===== config.mk =====
export PLATFORM = sky130hd
export DESIGN_NAME = pwm_aq_gen
export DESIGN_NICKNAME = d
export VERILOG_FILES = /design/src/rtl/pwm_aq_pkg.sv /design/src/rtl/pwm_aq_ctrl.sv /design/src/rtl/pwm_aq_datapath.sv /design/src/rtl/pwm_aq_gen.sv
export SDC_FILE = /design/constraint.sdc
export NUM_CORES = 1
export LEC_CHECK = 0
export BUFFER_PORTS_ARGS = -buffer_cell sky130_fd_sc_hd__buf_2
export CORE_MARGIN = 8
export CORE_UTILIZATION = 60
export DETAILED_ROUTE_END_ITERATION = 10
export PLACE_DENSITY = 0.79
export SYNTH_ARGS = -nofsm -noshare
export SYNTH_HDL_FRONTEND = slang
export SYNTH_HIERARCHICAL = 1
export SYNTH_SLANG_ARGS = --single-unit
export TNS_END_PERCENT = 10

===== constraint.sdc =====
create_clock -name clk -period 8.15 [get_ports clk]
set_input_delay 0.4075 -clock clk [delete_from_list [all_inputs] [get_ports clk]]
set_output_delay 0.4075 -clock clk [all_outputs]
set_load 0.01 [all_outputs]

===== src/rtl/pwm_aq_pkg.sv =====
package pwm_aq_pkg;

  typedef enum logic [1:0] {
    ACT_HOLD   = 2'd0,
    ACT_LOW    = 2'd1,
    ACT_HIGH   = 2'd2,
    ACT_TOGGLE = 2'd3
  } act_e;

  localparam logic [1:0] ADDR_PERIOD = 2'd0;
  localparam logic [1:0] ADDR_CMP    = 2'd1;
  localparam logic [1:0] ADDR_CTRL   = 2'd2;

  localparam int CTRL_IMM_BIT  = 0;
  localparam int CTRL_CMP_LSB  = 1;
  localparam int CTRL_PRD_LSB  = 3;
  localparam int CTRL_W        = 5;

  // strobes from control to datapath
  typedef struct packed {
    logic wrapNow;
    logic drvLow;
    logic drvHigh;
    logic flip;
  } pwmStrobe_t;

endpackage


===== src/rtl/pwm_aq_ctrl.sv =====
module pwm_aq_ctrl
  import pwm_aq_pkg::*;
#(
  parameter int CNT_W = 16
) (
  input  logic             clk,
  input  logic             rstN,
  input  logic             wrEn,
  input  logic [1:0]       wrAddr,
  input  logic [CNT_W-1:0] wrData,
  input  logic             forceValid,
  input  logic [1:0]       forceAction,
  input  logic [CNT_W-1:0] cntVal,
  output pwmStrobe_t       strobe,
  output logic [CNT_W-1:0] periodVal,
  output logic [CNT_W-1:0] cmpActive,
  output logic             immMode,
  output act_e             cmpAct,
  output act_e             prdAct
);

  logic [CNT_W-1:0] cmpShadow;
  logic             prdHit;
  logic             cmpHit;
  logic             wrapNow;
  logic             wrPeriod;
  logic             wrCmp;
  logic             wrCtrl;
  act_e             chosen;

  assign wrPeriod = wrEn && (wrAddr == ADDR_PERIOD);
  assign wrCmp    = wrEn && (wrAddr == ADDR_CMP);
  assign wrCtrl   = wrEn && (wrAddr == ADDR_CTRL);

  assign prdHit  = (cntVal == periodVal);
  assign cmpHit  = (cntVal == cmpActive);
  assign wrapNow = (cntVal >= periodVal);

  // period and control registers, written directly
  always_ff @(posedge clk or negedge rstN) begin
    if (!rstN) begin
      periodVal <= '0;
      immMode   <= 1'b0;
      cmpAct    <= ACT_HOLD;
      prdAct    <= ACT_HOLD;
    end else begin
      if (wrPeriod) periodVal <= wrData;
      if (wrCtrl) begin
        immMode <= wrData[CTRL_IMM_BIT];
        cmpAct  <= act_e'(wrData[CTRL_CMP_LSB +: 2]);
        prdAct  <= act_e'(wrData[CTRL_PRD_LSB +: 2]);
      end
    end
  end

  // compare: shadow staging or immediate load
  always_ff @(posedge clk or negedge rstN) begin
    if (!rstN) begin
      cmpShadow <= '0;
      cmpActive <= '0;
    end else if (wrCmp && immMode) begin
      cmpShadow <= wrData;
      cmpActive <= wrData;
    end else begin
      if (wrCmp)   cmpShadow <= wrData;
      if (wrapNow) cmpActive <= cmpShadow;
    end
  end

  // fixed priority: force, then period, then compare
  always_comb begin
    if (forceValid)  chosen = act_e'(forceAction);
    else if (prdHit) chosen = prdAct;
    else if (cmpHit) chosen = cmpAct;
    else             chosen = ACT_HOLD;
  end

  always_comb begin
    strobe         = '0;
    strobe.wrapNow = wrapNow;
    strobe.drvLow  = (chosen == ACT_LOW);
    strobe.drvHigh = (chosen == ACT_HIGH);
    strobe.flip    = (chosen == ACT_TOGGLE);
  end

endmodule


===== src/rtl/pwm_aq_datapath.sv =====
module pwm_aq_datapath
  import pwm_aq_pkg::*;
#(
  parameter int CNT_W = 16
) (
  input  logic             clk,
  input  logic             rstN,
  input  pwmStrobe_t       strobe,
  output logic [CNT_W-1:0] cntVal,
  output logic             pwmOut
);

  always_ff @(posedge clk or negedge rstN) begin
    if (!rstN) begin
      cntVal <= '0;
    end else if (strobe.wrapNow) begin
      cntVal <= '0;
    end else begin
      cntVal <= cntVal + 1'b1;
    end
  end

  always_ff @(posedge clk or negedge rstN) begin
    if (!rstN) begin
      pwmOut <= 1'b0;
    end else if (strobe.drvLow) begin
      pwmOut <= 1'b0;
    end else if (strobe.drvHigh) begin
      pwmOut <= 1'b1;
    end else if (strobe.flip) begin
      pwmOut <= ~pwmOut;
    end
  end

endmodule


===== src/rtl/pwm_aq_gen.sv =====
module pwm_aq_gen
  import pwm_aq_pkg::*;
#(
  parameter int CNT_W = 16
) (
  input  logic             clk,
  input  logic             rstN,
  input  logic             wrEn,
  input  logic [1:0]       wrAddr,
  input  logic [CNT_W-1:0] wrData,
  input  logic             forceValid,
  input  logic [1:0]       forceAction,
  output logic             pwmOut
);

  pwmStrobe_t       strobe;
  logic [CNT_W-1:0] cntVal;
  logic [CNT_W-1:0] periodVal;
  logic [CNT_W-1:0] cmpActive;
  logic             immMode;
  act_e             cmpAct;
  act_e             prdAct;

  pwm_aq_ctrl #(.CNT_W(CNT_W)) u_ctrl (
    .clk         (clk),
    .rstN        (rstN),
    .wrEn        (wrEn),
    .wrAddr      (wrAddr),
    .wrData      (wrData),
    .forceValid  (forceValid),
    .forceAction (forceAction),
    .cntVal      (cntVal),
    .strobe      (strobe),
    .periodVal   (periodVal),
    .cmpActive   (cmpActive),
    .immMode     (immMode),
    .cmpAct      (cmpAct),
    .prdAct      (prdAct)
  );

  pwm_aq_datapath #(.CNT_W(CNT_W)) u_dp (
    .clk    (clk),
    .rstN   (rstN),
    .strobe (strobe),
    .cntVal (cntVal),
    .pwmOut (pwmOut)
  );

endmodule


==> impl_metrics.json <==
{
  "outcome": "complete, no violations",
  "nFillCells": 497,
  "critPathBufInv": 0,
  "fin_ws_ps": 5110,
  "ant_nets": 0,
  "drt-initial-drc-count": 205,
  "required_ps": 8430,
  "clk_path_buf_depth": 2,
  "root_buffer": "clkbuf_8",
  "nets": 459,
  "syn_area_per_cell_um2": 9.72,
  "grt_max_degree": 71,
  "drt-total-wl_um": 8840,
  "post-dp-hpwl_um": 6100,
  "vias_per_cell": 6.19,
  "synthFlopType": "dfrtp_1",
  "die_h_um": 96.5,
  "via_count": 3093,
  "wl_per_cell_um": 17.7,
  "fmax_mhz": 328,
  "synth_top_area_share": 0.451,
  "synthArstFlopShare": 1.00,
  "netlist_area_um2": 3890,
  "worstHoldPathType": "in -> async",
  "core_area_um2": 6310,
  "min_period_ps": 3040,
  "r2r_start": "u_dp/cntVal[5]$_DFF_PN0_",
  "die_area_um2": 9310,
  "crit_start": "u_dp/cntVal[5]$_DFF_PN0_",
  "grt_usage": 0.207,
  "p_clk_frac": 0.271,
  "ctsHoldBuffers": 0,
  "synth_warnings": 6,
  "cts_tree": "yes",
  "p_sw_mw": 0.413,
  "synthCells": 400,
  "synth_commonest_cells": "dfrtp_1 (70), nand2_1 (70), nor2_1 (30), nand4_1 (21), inv_1 (20)",
  "antennaDiodeCount": 0,
  "cp_cell_sequence": "ha_1 -> nand4_2 -> nor2_1 -> o32ai_4 -> nand3_1 -> nor2b_1 -> mux2_2",
  "fin_crit_sh": 0.374,
  "finalWeightedCongestion": 0.904,
  "ir_drop_mv": 0.195,
  "ys_types": 47,
  "seq_area_frac_synth": 0.451,
  "grt.overflow.total": 0,
  "fin_cells": 500,
  "finalMaxSlewViolations": 0,
  "syn_nets": 441,
  "ys_top_cells_by_area": "dfrtp_1 (45%), nand2_1 (6.8%), ha_1 (5.5%)",
  "sw_frac_of_total": 0.351,
  "grt_pass1_vias": 3014,
  "whs_ps": 280,
  "cp.arrival_ps": 3320,
  "cts_setup_buffers": 0,
  "drive_above_1_share": 0.182,
  "drcViolationCount": 0,
  "hold_viol": 0,
  "cp_slowest_stage_delay_ps": 700,
  "htreeDepth": 3,
  "clk_latency_ps": 330,
  "cts-resized-gates": 0,
  "seqPwrFrac": 0.454,
  "synth-seq-cells": 70,
  "comb_power_share": 0.274,
  "grt_antenna_before_repair": 0,
  "numClockSinks": 70,
  "dp_cells": 484,
  "p_per_area_nw_per_um2": 277,
  "worst_slew_pin_slew_ps": 1290,
  "row_count": 29,
  "clock_skew_ps": 6.92,
  "dp_slack_ps": 5120,
  "setup_viol": 0,
  "drt_pre_antenna_iters": 5,
  "initial_core_util": 0.616,
  "num_io_pins": 25,
  "internal_power_mw": 0.764,
  "clk_pin_slew_ps": 70,
  "finalSetupTns_ps": 0,
  "crit_family": "simple AND/OR/NAND/NOR gates",
  "port_buffers": 24,
  "cts-buffers-inserted": 9,
  "synth_edf_count": 0,
  "area_growth_pct": 9.47,
  "end_kind": "flop",
  "slowest_stage": "nand3_1",
  "critPathKind": "reg -> reg",
  "rsz0062_at_grt": "no",
  "critPathMaxFanout": 20,
  "maxCapViolations": 0,
  "cellLeakagePower_nw": 1.93,
  "die_w_um": 96.5,
  "synth_top_area_cell": "dfrtp_1",
  "slew_headroom": 0.137,
  "grt_pass1_wl_um": 14900,
  "critPathLaunchType": "flop"
}
## power by group through the flow
| stage | Sequential, mW | Combinational (mW) | Clock, mW |
|---|---|---|---|
| global placement | 0.536 | 0.302 | 0 |
| detailed placement | 0.540 | 0.313 | 0 |
| finish | 0.535 | 0.323 | 0.319 |
| global route | 0.546 | 0.361 | 0.339 |
| floorplan | 0.512 | 0.240 | 0 |
| CTS | 0.534 | 0.321 | 0.326 |
## worst reg2reg max path, cell delays in order, from the launching register on
cell	delay (ps)
dfrtp_1	490
ha_1	370
nand4_2	190
nor2_1	140
o32ai_4	640
nand3_1	700
nor2b_1	290
mux2_2	170
## layout by cell type (no fill, tap or decap), types with 2 or more instances in the layout
master | netlist | final
a21oi_1 | 11 | 11
a31oi_1 | 17 | 17
buf_2 | 0 | 24
buf_4 | 2 | 2
bufinv_16 | 0 | 2
clkbuf_8 | 0 | 11
dfrtp_1 | 70 | 70
ha_1 | 17 | 17
inv_1 | 20 | 20
mux2_2 | 10 | 10
nand2_1 | 70 | 70
nand3_1 | 8 | 8
nand3b_1 | 2 | 2
nand4_1 | 21 | 21
nand4_2 | 3 | 3
nor2_1 | 30 | 30
nor2b_1 | 5 | 5
nor4_1 | 8 | 8
o21ai_0 | 19 | 19
o21ai_1 | 3 | 3
o31ai_1 | 10 | 10
o31ai_2 | 10 | 10
or3_1 | 2 | 2
or4_1 | 4 | 4
xor2_1 | 19 | 19
## stage by stage
stage | instance area (um2) | power [mW] | utilization
detailed placement | 4020 | 0.853 | 0.637
floorplan | 3890 | 0.752 | -
global placement | 4020 | 0.838 | 0.637
finish | 4250 | 1.18 | 0.674
CTS | 4250 | 1.18 | 0.674
global route | 4250 | 1.25 | 0.674
## layer usage
metal | track usage | up-vias | routed length (um)
met5 | 0 | - | 0
met2 | 0.316 | 99 | 4080
met3 | 0.0348 | 16 | 456
met4 | 0.0858 | 0 | 177
li1 | - | 1465 | -
met1 | 0.285 | 1513 | 4130
## state kept, by name (all words and copies together), names as in the netlist
signal / flops
u_ctrl/immMode: 1
u_dp/pwmOut: 1
u_ctrl/cmpActive: 16
u_ctrl/cmpShadow: 16
u_ctrl/periodVal: 16
u_ctrl/prdAct: 2
u_dp/cntVal: 16
u_ctrl/cmpAct: 2
## cell type report
type | instances | area [um2] | area share
clock buffers | 11 | 151 | 0.0356
repair buffers | 26 | 135 | 0.0318
multi-input cells | 290 | 1960 | 0.461
well taps | 77 | 96.3 | 0.0226
flip-flops and latches | 70 | 1750 | 0.412
inverters | 21 | 78.8 | 0.0185
clock inverters | 5 | 81.3 | 0.0191
## kinds of logic (layout without fill, tap and decap cells)
kind of cell / after synthesis / count (layout) / share of synthesized area
AND/OR/NAND/NOR: 162 / 162 / 0.210
AO/OA/AOI/OAI: 81 / 81 / 0.164
flip-flops: 70 / 70 / 0.451
buffers and inverters: 40 / 63 / 0.0464
XOR/XNOR: 20 / 20 / 0.0451
adder cells (fa/ha/maj): 17 / 17 / 0.0547
multiplexers: 10 / 10 / 0.0290
## path summary, 6_finish.rpt
| check | endpoint | slack, ps | cells past startpoint |
|---|---|---|---|
| hold / removal | u_ctrl/periodVal[2]$_DFFE_PN0P_ | 280 | 2 |
| setup reg to reg | u_dp/cntVal[15]$_DFF_PN0_ | 5110 | 7 |
| max in group asynchronous | u_ctrl/cmpShadow[9]$_DFFE_PN0P_ | 7320 | 2 |
| setup / recovery | u_dp/cntVal[15]$_DFF_PN0_ | 5110 | 7 |
| hold reg to reg | u_ctrl/cmpShadow[1]$_DFFE_PN0P_ | 490 | 2 |
| min in group clk | u_ctrl/cmpShadow[6]$_DFFE_PN0P_ | 290 | 3 |
(Power assumes the default switching activity.)
